## src/rtl/fcmd_pkg.sv

```systemverilog
package fcmd_pkg;
  localparam logic [7:0] CMD_RD_ARRAY    = 8'hFF;
  localparam logic [7:0] CMD_RD_STATUS   = 8'h70;
  localparam logic [7:0] CMD_CLR_STATUS  = 8'h50;
  localparam logic [7:0] CMD_PROG_SETUP  = 8'h40;
  localparam logic [7:0] CMD_ERASE_SETUP = 8'h20;
  localparam logic [7:0] CMD_CONFIRM     = 8'hD0;
  localparam logic [7:0] CMD_SUSPEND     = 8'hB0;

  localparam int SR_READY = 7;
  localparam int SR_SUSP  = 6;

  typedef enum logic [2:0] {
    ST_IDLE,
    ST_PROG_SET,
    ST_ERASE_SET,
    ST_PROG_BUSY,
    ST_ERASE_BUSY,
    ST_SUSP_PEND,
    ST_SUSPENDED
  } seq_state_e;

  // order matches status bits 5:3
  typedef struct packed {
    logic erase;
    logic prog;
    logic volt;
  } err_flags_t;
endpackage

```

## src/rtl/fcmd_seq.sv

```systemverilog
module fcmd_seq
  import fcmd_pkg::*;
#(
  parameter int AW = 16,
  parameter int DW = 8
) (
  input  logic          clk_i,
  input  logic          rst_ni,
  input  logic          wr_en_i,
  input  logic [AW-1:0] wr_addr_i,
  input  logic [DW-1:0] wr_data_i,
  input  logic          lowv_i,
  input  logic          done_i,
  input  logic          fail_i,
  input  logic          susp_ack_i,
  output err_flags_t    err_set_o,
  output logic          clr_o,
  output logic          busy_o,
  output logic          suspended_o,
  output logic          status_mode_o,
  output logic          start_o,
  output logic          op_erase_o,
  output logic [AW-1:0] op_addr_o,
  output logic [DW-1:0] op_data_o,
  output logic          susp_req_o
);
  seq_state_e    state_q, state_d;
  logic          mode_q, mode_d;
  logic          start_q, start_d;
  logic          erase_q, erase_d;
  logic          susp_q, susp_d;
  logic [AW-1:0] addr_q, addr_d;
  logic [DW-1:0] data_q, data_d;
  logic [7:0]    cmd;

  assign cmd = wr_data_i[7:0];

  always_comb begin
    state_d   = state_q;
    mode_d    = mode_q;
    start_d   = 1'b0;
    erase_d   = erase_q;
    susp_d    = susp_q;
    addr_d    = addr_q;
    data_d    = data_q;
    err_set_o = '0;
    clr_o     = 1'b0;
    case (state_q)
      ST_IDLE: begin
        if (wr_en_i) begin
          case (cmd)
            CMD_PROG_SETUP:  state_d = ST_PROG_SET;
            CMD_ERASE_SETUP: state_d = ST_ERASE_SET;
            CMD_RD_STATUS:   mode_d  = 1'b1;
            CMD_CLR_STATUS:  clr_o   = 1'b1;
            default:         mode_d  = 1'b0;
          endcase
        end
      end
      ST_PROG_SET: begin
        if (wr_en_i) begin
          addr_d  = wr_addr_i;
          data_d  = wr_data_i;
          erase_d = 1'b0;
          mode_d  = 1'b1;
          state_d = ST_IDLE;
          if (lowv_i) begin
            err_set_o.volt = 1'b1;
            err_set_o.prog = 1'b1;
          end else begin
            start_d = 1'b1;
            state_d = ST_PROG_BUSY;
          end
        end
      end
      ST_ERASE_SET: begin
        if (wr_en_i) begin
          mode_d  = 1'b1;
          state_d = ST_IDLE;
          if (cmd == CMD_CONFIRM) begin
            addr_d  = wr_addr_i;
            erase_d = 1'b1;
            if (lowv_i) begin
              err_set_o.volt  = 1'b1;
              err_set_o.erase = 1'b1;
            end else begin
              start_d = 1'b1;
              state_d = ST_ERASE_BUSY;
            end
          end else begin
            err_set_o.prog  = 1'b1;
            err_set_o.erase = 1'b1;
          end
        end
      end
      ST_PROG_BUSY: begin
        if (done_i) begin
          state_d        = ST_IDLE;
          err_set_o.prog = fail_i;
        end
      end
      ST_ERASE_BUSY: begin
        if (done_i) begin
          state_d         = ST_IDLE;
          err_set_o.erase = fail_i;
        end else if (wr_en_i && cmd == CMD_SUSPEND) begin
          susp_d  = 1'b1;
          state_d = ST_SUSP_PEND;
        end
      end
      ST_SUSP_PEND: begin
        if (done_i) begin
          // erase finished before it could park
          state_d         = ST_IDLE;
          susp_d          = 1'b0;
          mode_d          = 1'b0;
          err_set_o.erase = fail_i;
        end else if (susp_ack_i) begin
          state_d = ST_SUSPENDED;
        end
      end
      ST_SUSPENDED: begin
        if (wr_en_i) begin
          case (cmd)
            CMD_RD_ARRAY:  mode_d = 1'b0;
            CMD_RD_STATUS: mode_d = 1'b1;
            CMD_CONFIRM: begin
              susp_d  = 1'b0;
              mode_d  = 1'b1;
              state_d = ST_ERASE_BUSY;
            end
            default: ;
          endcase
        end
      end
      default: state_d = ST_IDLE;
    endcase
  end

  always_ff @(posedge clk_i or negedge rst_ni) begin
    if (!rst_ni) begin
      state_q <= ST_IDLE;
      mode_q  <= 1'b0;
      start_q <= 1'b0;
      erase_q <= 1'b0;
      susp_q  <= 1'b0;
      addr_q  <= '0;
      data_q  <= '0;
    end else begin
      state_q <= state_d;
      mode_q  <= mode_d;
      start_q <= start_d;
      erase_q <= erase_d;
      susp_q  <= susp_d;
      addr_q  <= addr_d;
      data_q  <= data_d;
    end
  end

  assign busy_o        = (state_q == ST_PROG_BUSY) || (state_q == ST_ERASE_BUSY) ||
                         (state_q == ST_SUSP_PEND);
  assign suspended_o   = (state_q == ST_SUSPENDED);
  assign status_mode_o = mode_q;
  assign start_o       = start_q;
  assign op_erase_o    = erase_q;
  assign op_addr_o     = addr_q;
  assign op_data_o     = data_q;
  assign susp_req_o    = susp_q;

  p_start_pulse_r3: assert property (@(posedge clk_i) disable iff (!rst_ni)
    start_o |=> !start_o);
  p_start_status_r4: assert property (@(posedge clk_i) disable iff (!rst_ni)
    start_o |-> status_mode_o);
  p_lowv_blocks_r9: assert property (@(posedge clk_i) disable iff (!rst_ni)
    start_o |-> !$past(lowv_i));
  p_susp_erase_only_r10: assert property (@(posedge clk_i) disable iff (!rst_ni)
    susp_req_o |-> op_erase_o);
  p_done_in_pend_r11: assert property (@(posedge clk_i) disable iff (!rst_ni)
    (state_q == ST_SUSP_PEND && done_i) |=> (!susp_req_o && !status_mode_o));
endmodule

```

## src/rtl/fcmd_status.sv

```systemverilog
module fcmd_status
  import fcmd_pkg::*;
(
  input  logic       clk_i,
  input  logic       rst_ni,
  input  err_flags_t err_set_i,
  input  logic       clr_i,
  input  logic       busy_i,
  input  logic       suspended_i,
  output logic [7:0] sr_o
);
  err_flags_t err_q;

  always_ff @(posedge clk_i or negedge rst_ni) begin
    if (!rst_ni) err_q <= '0;
    else if (clr_i) err_q <= err_set_i;
    else err_q <= err_q | err_set_i;
  end

  always_comb begin
    sr_o           = '0;
    sr_o[SR_READY] = ~busy_i;
    sr_o[SR_SUSP]  = suspended_i;
    sr_o[5:3]      = err_q;
  end

  for (genvar i = 0; i < 3; i++) begin : g_sticky
    p_sticky_r8: assert property (@(posedge clk_i) disable iff (!rst_ni)
      (err_q[i] && !clr_i) |=> err_q[i]);
  end

  p_clear_r8: assert property (@(posedge clk_i) disable iff (!rst_ni)
    (clr_i && err_set_i == '0) |=> (sr_o[5:3] == 3'b000));
endmodule

```

## src/rtl/fcmd_rdmux.sv

```systemverilog
module fcmd_rdmux #(
  parameter int DW = 8
) (
  input  logic          sel_status_i,
  input  logic [DW-1:0] array_i,
  input  logic [7:0]    status_i,
  output logic [DW-1:0] data_o
);
  logic [DW-1:0] status_w;

  if (DW > 8) begin : g_pad
    assign status_w = {{(DW-8){1'b0}}, status_i};
  end else begin : g_fit
    assign status_w = status_i;
  end

  assign data_o = sel_status_i ? status_w : array_i;
endmodule

```

## src/rtl/fcmd_ctrl.sv

```systemverilog
module fcmd_ctrl
  import fcmd_pkg::*;
#(
  parameter int AW = 16,
  parameter int DW = 8
) (
  input  logic          clk_i,
  input  logic          rst_ni,
  input  logic          wr_en_i,
  input  logic [AW-1:0] wr_addr_i,
  input  logic [DW-1:0] wr_data_i,
  input  logic          lowv_i,
  input  logic [DW-1:0] array_data_i,
  output logic [DW-1:0] rd_data_o,
  output logic          rd_status_o,
  output logic          eng_start_o,
  output logic          eng_erase_o,
  output logic [AW-1:0] eng_addr_o,
  output logic [DW-1:0] eng_data_o,
  input  logic          eng_done_i,
  input  logic          eng_fail_i,
  output logic          eng_susp_req_o,
  input  logic          eng_susp_ack_i
);
  err_flags_t err_set_w;
  logic       clr_w, busy_w, susp_w, mode_w;
  logic [7:0] sr_w;

  fcmd_seq #(.AW(AW), .DW(DW)) u_seq (
    .clk_i         (clk_i),
    .rst_ni        (rst_ni),
    .wr_en_i       (wr_en_i),
    .wr_addr_i     (wr_addr_i),
    .wr_data_i     (wr_data_i),
    .lowv_i        (lowv_i),
    .done_i        (eng_done_i),
    .fail_i        (eng_fail_i),
    .susp_ack_i    (eng_susp_ack_i),
    .err_set_o     (err_set_w),
    .clr_o         (clr_w),
    .busy_o        (busy_w),
    .suspended_o   (susp_w),
    .status_mode_o (mode_w),
    .start_o       (eng_start_o),
    .op_erase_o    (eng_erase_o),
    .op_addr_o     (eng_addr_o),
    .op_data_o     (eng_data_o),
    .susp_req_o    (eng_susp_req_o)
  );

  fcmd_status u_status (
    .clk_i       (clk_i),
    .rst_ni      (rst_ni),
    .err_set_i   (err_set_w),
    .clr_i       (clr_w),
    .busy_i      (busy_w),
    .suspended_i (susp_w),
    .sr_o        (sr_w)
  );

  fcmd_rdmux #(.DW(DW)) u_rdmux (
    .sel_status_i (mode_w),
    .array_i      (array_data_i),
    .status_i     (sr_w),
    .data_o       (rd_data_o)
  );

  assign rd_status_o = mode_w;

  p_start_busy_r6: assert property (@(posedge clk_i) disable iff (!rst_ni)
    eng_start_o |-> !sr_w[SR_READY]);
endmodule

```

## config.mk

```make
export PLATFORM = sky130hd
export DESIGN_NAME = fcmd_ctrl
export DESIGN_NICKNAME = d
export VERILOG_FILES = /design/src/rtl/fcmd_pkg.sv /design/src/rtl/fcmd_seq.sv /design/src/rtl/fcmd_status.sv /design/src/rtl/fcmd_rdmux.sv /design/src/rtl/fcmd_ctrl.sv
export SDC_FILE = /design/constraint.sdc
export NUM_CORES = 1
export LEC_CHECK = 0
export BUFFER_PORTS_ARGS = -buffer_cell sky130_fd_sc_hd__buf_2
export CAP_MARGIN = 40
export CORE_ASPECT_RATIO = 1.5
export CORE_MARGIN = 2
export CORE_UTILIZATION = 50
export DETAILED_ROUTE_END_ITERATION = 6
export HOLD_SLACK_MARGIN = 0.06
export PLACE_DENSITY = 0.81
export SYNTH_ARGS = -nofsm -noshare
export SYNTH_HDL_FRONTEND = slang
export SYNTH_HIERARCHICAL = 1
export SYNTH_SLANG_ARGS = --single-unit
```

## constraint.sdc

```tcl
create_clock -name clk_i -period 5.53 [get_ports clk_i]
set_input_delay 0.8295 -clock clk_i [delete_from_list [all_inputs] [get_ports clk_i]]
set_output_delay 0.8295 -clock clk_i [all_outputs]
set_load 0.005 [all_outputs]
```

==> results list, run 1 <==
- Synthesis produced a netlist whose cell count is roughly 180.
- Count of input and output buffers: 74
- The worst setup path is of the register to output pin kind.
* Proportion of netlist area held by the largest area contributor: a little over two fifths
* Pin count of the biggest net entering global routing: 35
- Across all register-to-register paths, the minimum setup slack is roughly 3.4 ns.
* Antenna violations before repair: 0
* YS warnings: 6
- Final total power: 1120 uW
* Power per cell area: 456 nW/um^2
- For this design the static power due to leakage is between 0.001 and 0.0015 uW.
- Initial core utilization: about half
* Setup repair after global routing missed its margin: no
- Post-route cell area: roughly 2500 um^2
* Maximum clock path buffer count: 2
- Number of ports placed on the die boundary: 75
* Critical path capture point type: output pin
- Number of instances on the worst hold path: 1
* Maximum clock skew at final layout: roughly 0.0045 ns
* GRT Residual Overflow: 0
* Reg-to-reg endpoint: u_seq/op_addr_o[1]
- Maximum vdd drop: roughly 0.00037 V
- Max-slew violation count: 0
- The worst setup path is launched from a register.
- Die width: roughly 56 um
- Routed WL per cell: approximately 15 um
- The detailed router finished its first iteration with 71 violations.
- Synthesis-to-layout area growth: 20.9%
* Register Area: ~850 um^2
* First-pass GRT wire length: roughly 7000 um
- Post-synth EDFFs: 0
- The first TritonRoute pass finished after 4 iterations.
* Crit path arrival time: about 2.0 ns
* Root buf cell: clkbuf_8
- Most used DFF post-synth: dfrtp_1
- Multi-input logic area: 1060 um^2
- In this run the remaining antenna-violating nets after routing total 0.
- Number of CTS-inserted buffers: 5
* Placed standard-cell area: 2360 um^2
- Synth cell types: between 50 and 60
* Cell row count: 28
* Required time of the critical path: between 4 and 5 ns
- For the finished layout, the period the worst path requires is between 2 and 3 ns.
- The worst pin sits at a relative slew slack of around half.
- Fill cell total of the finished layout: 370
* Final worst path period share: between 50% and 60%
* DRC: 0
- The floorplan step defined a die boundary enclosing 4600 um^2.
- Global routing consumed, over all layers together, ~20% of the routing resources.
* Slew at the pin with the worst max-slew slack: 0.756 ns
* Share of the core filled with cells in the final layout: a little over three fifths
* Hold buffer count at CTS: 0
- Netlist area before placement: roughly 2000 um^2
- For this run, the register share of the synthesized area comes to a little over two fifths.
- Routability cong.: slightly below 0.9
- Final #Nets: 289
- Cell type with the highest aggregate area in the netlist: dfrtp_1
* Total of max-cap violations: 0
- H-tree depth: 2
- Hold Path End: u_status/sr_o[4]
* Insertion delay to the later sink of the worst-skew pair: between 0.2 and 0.3 ns
- RR Startpoint: u_seq/state_q[0]
- Hold Fails Final Rpt: 0
- Setup TNS: 0 ns
- Once detailed placement completed, the half-perimeter wirelength came to between 3000 and 4000 um.
- Clock-pin transition on the worst setup and hold timing paths: approximately 0.070 ns
- Once the clock tree was built, the setup fixing pass inserted 0 buffers.
- Area contributors post-synth: dfrtp_1 42%, mux2_4 12%, mux2_2 10%
* Avg Inst Size Synth: approximately 11 um^2
- Antenna diode count: 0
* # setup viols final: 0
* Hold Crit Class: register to register
- Of all flip-flops after synthesis, the portion carrying an async set or reset was 100%.
* Hold Startpoint: u_status/sr_o[4]
- Result of the run: complete, no violations
- The post-route netlist has ~50% of its cells at a drive strength greater than 1.
- Of all nets on the critical path, the largest fanout is 19.
* Via/cell ratio: around 5.7
- Counting cells, the worst reg-to-reg path comes to 3.
- In this run the vertical extent of the chip is approximately 82 um.
* Cells resized by post-CTS repair: 0
* Vias in the first global route: about 1.6k
- TritonCTS Sinks: 34
- Maximum achievable frequency: 358 MHz
* Sum of routed wire length over all layers: 4490 um
* Floorplan core area: a little under 4000 um^2
- TritonCTS clock tree: done
* Synthesized flop and latch total: 34
- Summing over every cut layer, the via total after detailed routing is 1700.
==> metrics by stage <==
step	setup WS [ns]	std cells	hold WS, ns
3_3_place_gp	2.72	288	0.466
4_1_cts	2.77	296	0.486
2_1_floorplan	3.12	186	0.449
6_report	2.74	296	0.483
3_5_place_dp	2.69	288	0.471
5_1_grt	2.69	296	0.493
==> metal layers <==
metal / track usage, % / up-vias / share of wire [%]
met5: 0 / - / 0
met4: 11.2 / 0 / 2.9
met3: 4.72 / 15 / 8.0
met2: 33.8 / 98 / 52
met1: 23.5 / 792 / 37
li1: - / 795 / -
==> cell families after synthesis <==
group / count (synthesis) / share of synthesized area [%]
simple gates: 49 / 14.3
compound gates: 39 / 14.1
mux: 35 / 22.3
flops: 34 / 41.9
buf+inv: 24 / 6.40
xor+xnor: 2 / 0.862
other cells: 1 / 0.185
==> synth_stat cells, types with 2 or more instances <==
library cell,instances
inv_1,7
and3_1,2
nand3_1,4
nor3_1,2
xor2_1,2
nor2b_1,3
nand4b_1,2
mux2_2,18
o32ai_1,2
o21ai_0,8
dfrtp_1,34
nor2_1,11
buf_4,4
a311oi_1,2
nand4_1,3
a21o_1,3
nand2_1,9
a31oi_1,4
mux2_4,16
a21oi_1,6
clkbuf_1,9
nand2b_1,4
==> worst max-delay path by stage <==
| stage | from | slack, ns | to |
|---|---|---|---|
| after detailed placement | wr_data_i[0] | 2.69 | u_seq/op_addr_o[5] |
| final | u_seq/state_q[0] | 2.74 | rd_data_o[6] |
| after CTS | u_seq/state_q[0] | 2.77 | rd_data_o[6] |
| after global placement | wr_data_i[0] | 2.72 | u_seq/op_addr_o[2] |
| after global routing | u_seq/state_q[0] | 2.69 | rd_data_o[6] |
| after floorplan | wr_data_i[0] | 3.12 | u_seq/op_addr_o[10] |
==> critical path: stages, from the launching register on <==
cell and delay [ns]:
dfrtp_1 0.70, and2b_2 0.34, and2_1 0.24, mux2_4 0.27
buf_2 0.12
==> layout make-up <==
type,instances,area share [%]
Tap cell,45,2.29
Timing Repair Buffer,74,15.1
Sequential cell,34,34.6
Inverter,7,1.07
Clock buffer,6,3.36
Clock inverter,2,0.509
Multi-Input combinational cell,128,43.1
==> flip-flops by register name, summed over array words and instances (netlist names) <==
register             flops
u_seq/op_addr_o         16
u_seq/op_data_o          8
u_seq/op_erase_o         1
u_seq/start_o            1
u_seq/state_q            3
u_seq/status_mode_o      1
u_seq/susp_req_o         1
u_status/sr_o            3
==> cells in the final DEF, fill, tap and decap left out, drive strengths merged, types with 2 or more instances in the layout <==
master  netlist  final
and3          2      2
o21ai         8      8
o32ai         2      2
nor2         11     11
nand2        10     10
buf           8     74
a311oi        2      2
nor3          2      2
nor2b         3      3
a21o          3      3
mux2         34     34
a31oi         4      4
nand3         4      4
dfrtp        34     34
clkbuf        9      6
a21oi         7      7
inv           7      7
conb          1      3
nand2b        4      4
xor2          2      2
nand4b        2      2
nand4         3      3
==> power by group <==
part           total [uW]  leakage [uW]  internal (uW)  switching (uW)
sequential            454      0.000401            360            93.9
clock                 189     0.0000472           99.9            89.2
combinational         477      0.000738            288             189
(Power assumes the default switching activity.)
==> run 2, diff against run 1 <==
--- a/config.mk
+++ b/config.mk
@@ -5,14 +5,15 @@
 export SDC_FILE = /design/constraint.sdc
 export NUM_CORES = 1
 export LEC_CHECK = 0
+export ABC_AREA = 1
 export BUFFER_PORTS_ARGS = -buffer_cell sky130_fd_sc_hd__buf_2
 export CAP_MARGIN = 40
 export CORE_ASPECT_RATIO = 1.5
 export CORE_MARGIN = 2
-export CORE_UTILIZATION = 50
+export CORE_UTILIZATION = 44
 export DETAILED_ROUTE_END_ITERATION = 6
 export HOLD_SLACK_MARGIN = 0.06
-export PLACE_DENSITY = 0.81
+export PLACE_DENSITY = 0.76
 export SYNTH_ARGS = -nofsm -noshare
 export SYNTH_HDL_FRONTEND = slang
 export SYNTH_HIERARCHICAL = 1
==> constraint.sdc (replaced) <==
create_clock -name clk_i -period 2.5 [get_ports clk_i]
set_input_delay 0.375 -clock clk_i [delete_from_list [all_inputs] [get_ports clk_i]]
set_output_delay 0.375 -clock clk_i [all_outputs]
set_load 0.005 [all_outputs]
==> run 2 against run 1 <==
Against the previous run:
- non-clock buffer count stayed put
- critical path depth up 4
- global-route usage is 0.64 points lower
- die area is 8.1% higher
==> results list, run 2 <==
- # setup viols final: 0 (unchanged)
* Via/cell ratio: 4.76 (-17%)
- Most frequent cells in the layout: 129 x nand2_1, 74 x buf_2, 34 x dfrtp_1, 24 x inv_1, 18 x nor2_1
- The async set-or-reset flop fraction in the synthesized netlist came to 100% (unchanged).
* YS warnings: 6 (unchanged)
- The number of flip-flops under the largest register name was 16 (unchanged).
- Final worst path period share: between 70% and 80%
- Number of ports placed on the die boundary: 75 (unchanged)
* Maximum vdd drop: 0.000640 V (+75%)
- Routed WL per cell: 11.1 um (-27%)
- The number of resized instances in the post-cts repair step came to 0 (unchanged).
* Initial DRT Pass Iterations: 4 (unchanged)
- The CTS sink count came to 34 (unchanged).
- The critical path data required time came to 2.12 ns (-2.58 ns).
- Count of input and output buffers: 74 (unchanged)
* Total of max-cap violations: 0 (unchanged)
* GRT Residual Overflow: 0 (unchanged)
- Post-route non-filler standard cell count: 393 (+33%)
- The number of buffers created by CTS was 5 (unchanged).
- Most common cell in the netlist: nand2_1
* Max-slew violation count: 0 (unchanged)
- The number of vias in the routed layout was 1872 (+10%).
* Netlist area before placement: 1940 um^2 (-4.4%)
- STA classifies the critical path startpoint as a register.
* Antenna diode count: 0 (unchanged)
- The largest total area in the synthesized netlist belongs to dfrtp_1.
- The worst setup path is of the register to output pin kind.
- DRC: 0 (unchanged)
- Initial core utilization: 45.7% (-6.0 points)
- The number of setup buffers added after CTS is 0 (unchanged).
* Part of the Yosys area used for sequential elements: 43.8% (+1.9 points)
- The number of standard-cell rows in the floorplan came to 29 (+3.6%).
* Most used DFF post-synth: dfrtp_1
* Number of design-rule violations left by the first detailed-router iteration: 63 (-11%)
* Die width: 58.2 um (+3.9%)
* Min Clock Period, post-route: 1.91 ns
- The number of global-route vias before repair is 1796 (+16%).
* Sum of routed wire length over all layers: 4380 um (-2.5%)
* Synthesized instance count: 272 (+48%)
- Synth cell types: 27 (-47%)
- Leaving out fill and tap cells, the most frequent cell in the layout is nand2_1.
- Cell count after placement: 385 (+34%)
- Setup repair after global routing left no endpoint under its margin.
* Post-route antenna net violation count: 0 (unchanged)
- The multi-input combinational cell area came to 910 um^2 (-14%).
* Placed standard-cell area: 2300 um^2 (-2.7%)
- The post-DP HPWL came to 3460 um (+1.2%).
- Slew at the pin with the worst max-slew slack: 0.740 ns (-0.0158 ns)
- The fraction of synthesized cell area taken by the top area cell type came to 43.8% (+1.9 points).
- The number of buffers inserted for hold repair after clock tree synthesis was 0 (unchanged).
* Result of the run: complete, no violations
- Timing would allow up to around 520 MHz.
- Height of the chip: 85.4 um (+4.0%)
* Share of the core filled with cells in the final layout: 56.4% (-6.2 points)
* Pin count of the biggest net entering global routing: 35 (unchanged)
- Relative slew slack: 50.7% (+1.1 points)
- Power per cell area: 963 nW/um^2 (+110%)
* Routability cong.: 0.896 (+0.77%)
- Floorplan core area: 4250 um^2 (+8.2%)
- The H-tree level count was 2 (unchanged).
- Fill cell total of the finished layout: 411 (+11%)
- The worst-skew pair later-pin latency was 0.28 ns (about the same).
- The mean cell area of the mapped netlist was 7.14 um^2 (-35%).
- Ratio of cells with drive above 1 in the final layout: 29.1% (-21 points)
* Register Area: 851 um^2 (unchanged)
* Maximum clock skew at final layout: 0.00439 ns (-0.0000751 ns)
- Antenna violations before repair: 0 (unchanged)
- Hold Crit Class: primary input to asynchronous set/reset pin
* Hold Fails Final Rpt: 0 (unchanged)
* Clock-pin transition on the worst setup and hold timing paths: 0.07 ns (about the same)
* First-pass GRT wire length: 7530 um (+5.0%)
- Setup TNS: 0 ns (unchanged)
- The data arrival at the endpoint of the critical path is 1.54 ns (-0.42 ns).
* TritonCTS clock tree: done
- The global routing usage summed across all routing layers was 19.4% (-0.64 points).
- Post-route cell area: 2390 um^2 (-2.6%)
- Most instantiated cells after synthesis: 129 x nand2_1, 34 x dfrtp_1, 24 x inv_1
- The post-synthesis register bit count was 34 (unchanged).
- The number of enable-type register cells in the synthesized netlist came to 0 (unchanged).
- STA classifies the critical path endpoint as an output pin.
- The cell sitting at the root of the clock tree is a clkbuf_8.
- Final #Nets: 385 (+33%)
* Leakage power summed over all cells: 0.00140 uW (+18%)
- The maximum net fanout on the critical path is 8 (-11).
- Synthesis-to-layout area growth: 23.3%
- By area the synthesized netlist is led by dfrtp_1 44%, nand2_1 25%, inv_1 4.6%.
- Die Area: 4970 um^2 (+8.1%)
- The overall power of the completed layout was 2310 uW (+110%).
- Maximum clock path buffer count: 2 (unchanged)
[run 2: cell count changes after synthesis, sizes merged, moves of 4 or more]
cell and change:
a21oi -6, a31oi -4, clkbuf -8, inv +21
mux2 -34, nand2 +127, nand2b -4, nand3 +9
nor2 +11, o21ai +8
[run 2: final timing paths]
| check | start | endpoint | slack (ns) | cells past startpoint |
|---|---|---|---|---|
| worst min-delay path | rst_ni | u_seq/state_q[0] | 0.15 | 1 |
| min in group clk_i | lowv_i | u_seq/start_o | 0.26 | 2 |
| worst max-delay path | u_seq/state_q[0] | rd_data_o[7] | 0.59 | 8 |
| worst min register to register | u_status/sr_o[5] | u_status/sr_o[5] | 0.47 | 2 |
| worst max register to register | u_seq/state_q[0] | u_status/sr_o[3] | 0.87 | 8 |
| max in group asynchronous | rst_ni | u_seq/op_addr_o[15] | 1.87 | 1 |
[run 2: routing by layer]
| metal | up-vias | wire [um] | track usage, % |
|---|---|---|---|
| li1 | 976 | - | - |
| met1 | 826 | 1730 | 21.9 |
| met2 | 60 | 2310 | 33.9 |
| met3 | 10 | 229 | 3.96 |
| met4 | 0 | 109 | 9.51 |
| met5 | - | 0 | 0 |
[run 2: cell type report]
cell class                      count  area share, %
Inverter                           28           4.60
Clock buffer                        6           3.45
Sequential cell                    34           35.5
Clock inverter                      2          0.523
Tap cell                           46           2.40
Timing Repair Buffer               74           15.5
Multi-Input combinational cell    203           38.0
[run 2: worst max-delay path: stages, from the launching register on]
cell and delay, ns:
dfrtp_1 0.49, nand2_1 0.19, nor2_1 0.18, inv_1 0.08, nand2_1 0.06, inv_1 0.04
nand2_1 0.05, nand2_1 0.05, buf_2 0.12
[run 2: where the power goes]
group	leakage, uW	total (uW)	switching, uW	internal (uW)
clock network	0.0000472	419	198	221
registers	0.000420	938	162	776
logic	0.000932	949	546	402
total	0.00140	2310	906	1400
[run 2: cell families after synthesis]
group	share of synthesized area, %
AND/OR/NAND/NOR	40.3
buffers and inverters	9.73
flip-flops	43.8
AO/OA/AOI/OAI	5.99
other	0.193
[run 2: through the flow]
| stage | hold WS, ns | setup slack, ns |
|---|---|---|
| 6_report | 0.151 | 0.589 |
| 5_1_grt | 0.220 | 0.413 |
| 4_1_cts | 0.179 | 0.591 |
| 3_5_place_dp | 0.453 | 0.832 |
| 3_3_place_gp | 0.455 | 0.857 |
| 2_1_floorplan | 0.0794 | 1.05 |
==> run 3, diff against run 2 <==
--- a/config.mk
+++ b/config.mk
@@ -5,15 +5,15 @@
 export SDC_FILE = /design/constraint.sdc
 export NUM_CORES = 1
 export LEC_CHECK = 0
-export ABC_AREA = 1
+export ABC_AREA = 0
 export BUFFER_PORTS_ARGS = -buffer_cell sky130_fd_sc_hd__buf_2
 export CAP_MARGIN = 40
 export CORE_ASPECT_RATIO = 1.5
 export CORE_MARGIN = 2
-export CORE_UTILIZATION = 44
+export CORE_UTILIZATION = 45
 export DETAILED_ROUTE_END_ITERATION = 6
 export HOLD_SLACK_MARGIN = 0.06
-export PLACE_DENSITY = 0.76
+export PLACE_DENSITY = 0.77
 export SYNTH_ARGS = -nofsm -noshare
 export SYNTH_HDL_FRONTEND = slang
 export SYNTH_HIERARCHICAL = 1
==> constraint.sdc (replaced) <==
create_clock -name clk_i -period 1.6 [get_ports clk_i]
set_input_delay 0.24 -clock clk_i [delete_from_list [all_inputs] [get_ports clk_i]]
set_output_delay 0.24 -clock clk_i [all_outputs]
set_load 0.005 [all_outputs]
==> run 3 against run 2 <==
Against the previous run:
- the flow now finishes with violations (design-rule violations, negative setup slack)
- global-route usage increased by 4.6 points
- total power increased by 100%
- worst hold slack improved by 0.023 ns
- first-iteration DRC count increased by 17%
- clock skew about the same
- routed wire length increased by 38%
- critical path type unchanged
- largest power group unchanged
==> results list, run 3 (same netlist as run 1, synthesis figures left out) <==
* Power per cell area: 1530 nW/um^2 (+59%)
- The final reports fail on design-rule violations, negative setup slack.
* GRT Util Overall: 24.0% (+4.6 points)
- The detail-routed via count per cell was 5.61 (+18%).
* Maximum clock path buffer count: 2 (unchanged)
- Reg-to-reg setup timing slack: -0.17 ns (-1.04 ns)
- The biggest cell delay along the critical path was 0.44 ns (-0.05 ns).
- For the finished layout, the period the worst path requires is 1.80 ns.
* Final worst path period share: 113%
- Register Area: 856 um^2 (+0.59%)
- The critical path data required time came to 1.36 ns (-0.76 ns).
- The number of nets with antenna violations after routing came to 0 (unchanged).
* Sum of routed wire length over all layers: 6060 um (+38%)
- The worst setup path is launched from a register.
- Share of the core filled with cells in the final layout: 71.8% (+15 points)
* TritonCTS Sinks: 34 (unchanged)
- Maximum vdd drop: 0.000899 V (+41%)
- Multi-input logic area: 1180 um^2 (+30%)
* Number of design-rule violations left by the first detailed-router iteration: 74 (+17%)
* TritonCTS clock tree: done
* Most common library cell in the layout ignoring fill and taps: buf_2
- Root buf cell: clkbuf_8
* CP Cell Sequence: buf_6 -> nand2b_4 -> buf_6 -> o21ai_2 -> inv_1 -> mux2_4 -> buf_6
* Pin count of the biggest net entering global routing: 35 (unchanged)
- H-tree depth: 2 (unchanged)
- Die Area: 5080 um^2 (+2.2%)
- The routed length per instance came to 17.2 um (+54%).
* Number of CTS-inserted buffers: 5 (unchanged)
* Count of input and output buffers: 74 (unchanged)
- GRT Residual Overflow: 0 (unchanged)
- The total of max-cap violations came to 0 (unchanged).
* Critical setup path kind: register to output pin
* Hold Fails Final Rpt: 0 (unchanged)
- Counting stages on the worst path, the most repeated cell is buf_6.
* Antenna diode count: 0 (unchanged)
- Cell row count: 29 (unchanged)
* Fin Hold WS: 0.174 ns (+0.0227 ns)
- Ratio of cells with drive above 1 in the final layout: 65.8% (+37 points)
* Maximum achievable frequency: ~550 MHz
- The chip width is 58.9 um (+1.1%).
- The maximum net fanout on the critical path came to 3 (-5).
* First-pass GRT wire length: 9290 um (+23%)
- Critical Path Slowest Stage Cell: dfrtp_2
* Result of the run: finished with violations
- Final total power: 4710 uW (+100%)
- Number of ports placed on the die boundary: 75 (unchanged)
* Leakage power summed over all cells: 0.00151 uW (+8.3%)
* Crit path arrival time: 1.56 ns (+0.02 ns)
* Fill cell total of the finished layout: 339 (-18%)
- Antenna violations before repair: 0 (unchanged)
* Height of the chip: 86.3 um (+1.1%)
* Maximum clock skew at final layout: 0.00455 ns (+0.000162 ns)
- Fin worst setup slack: -0.202 ns (-0.791 ns)
- The post-route setup TNS is -3.19 ns (-3.19 ns).
- Final #Nets: 345 (-10%)
- Floorplan core area: 4280 um^2 (+0.85%)
- Post-DP HPWL: 4200 um (+21%)
- Clock-pin transition on the worst setup and hold timing paths: 0.07 ns (about the same)
- Most frequent cells in the layout: 73 x buf_2, 46 x buf_4, 30 x dfrtp_1, 18 x mux2_2, 16 x mux2_4
- Routability cong.: 0.893 (-0.28%)
- DRC: 7 (+7)
- The path class of the tightest hold or removal check is primary input to register.
* Synthesis-to-layout area growth: 51.3%
- The number of global-route vias before repair came to 1980 (+10%).
- The effective utilization at floorplan was 47.5% (+1.7 points).
- Via total after detailed routing: 1982 (+5.9%)
- The worst-skew pair later-pin latency was 0.29 ns (about the same).
* Max-slew violation count: 0 (unchanged)
- Critical path capture point type: output pin
* Number of flip-flops in the largest register: 16 (unchanged)
- Setup repair after global routing could not meet its margin everywhere.
- The number of search-and-repair iterations in the first detailed-routing pass came to 6 (+2).
* # setup viols final: 33 (+33)
## run 3: cell types whose count changed in the layout (fill, tap and decap cells not counted), moves of 9 or more
cell	previous run	this run
nand2_1	129	6
buf_4	0	46
mux2_2	0	18
inv_1	24	7
mux2_4	0	16
o21ai_0	16	5
nand3_1	13	4
## run 3: metal layers
layer,track usage (%),vias to the layer above,part of all wire (%)
li1,-,906,-
met5,0,-,0
met2,43.3,97,54
met4,12.0,0,4.1
met1,26.1,953,35
met3,4.18,26,6.7
## run 3: final cells by class
type | count | share of cell area, %
well taps | 46 | 1.87
inverters | 7 | 0.855
flip-flops and latches | 34 | 27.8
repair buffers | 130 | 27.9
multi-input cells | 128 | 38.4
clock inverters | 2 | 0.407
clock buffers | 6 | 2.69
## run 3: final timing paths
path | startpoint | end | cells past startpoint
setup reg to reg | u_seq/state_q[0] | u_seq/status_mode_o | 5
setup / recovery | u_seq/state_q[1] | rd_data_o[7] | 7
max in group asynchronous | rst_ni | u_seq/status_mode_o | 3
min in group asynchronous | rst_ni | u_seq/op_erase_o | 3
hold reg to reg | u_status/sr_o[5] | u_status/sr_o[5] | 1
hold / removal | wr_addr_i[14] | u_seq/op_addr_o[14] | 2
## run 3: worst max-delay path, delay by kind of cell, from the launching register on
kind | cells | cell delay (ns)
AOI/OAI and AO/OA | 1 | 0.04
DFF | 1 | 0.44
and+or+nand+nor | 1 | 0.13
buffers and inverters | 4 | 0.41
muxes | 1 | 0.25
## run 3: report_power, final
| part | switching [uW] | internal [uW] |
|---|---|---|
| Clock | 325 | 346 |
| Combinational | 985 | 1530 |
| Sequential | 271 | 1250 |
## run 3: metrics by stage
step | setup WS [ns] | instance area, um^2 | std cells
after global placement | -0.199 | 2730 | 334
after CTS | -0.190 | 2980 | 349
after floorplan | -0.204 | 2080 | 186
after global routing | -0.249 | 3070 | 353
final | -0.202 | 3070 | 353
after detailed placement | -0.221 | 2730 | 334
## run 3: what timing repair did
action                                  CTS  global route
pin swaps                                 2             6
endpoints found under the setup margin   40            34
hold buffers                              1             0
gates cloned                              1             0
gates resized for setup                  24            12
endpoints found under the hold margin    34             0
buffers inserted                          5             4
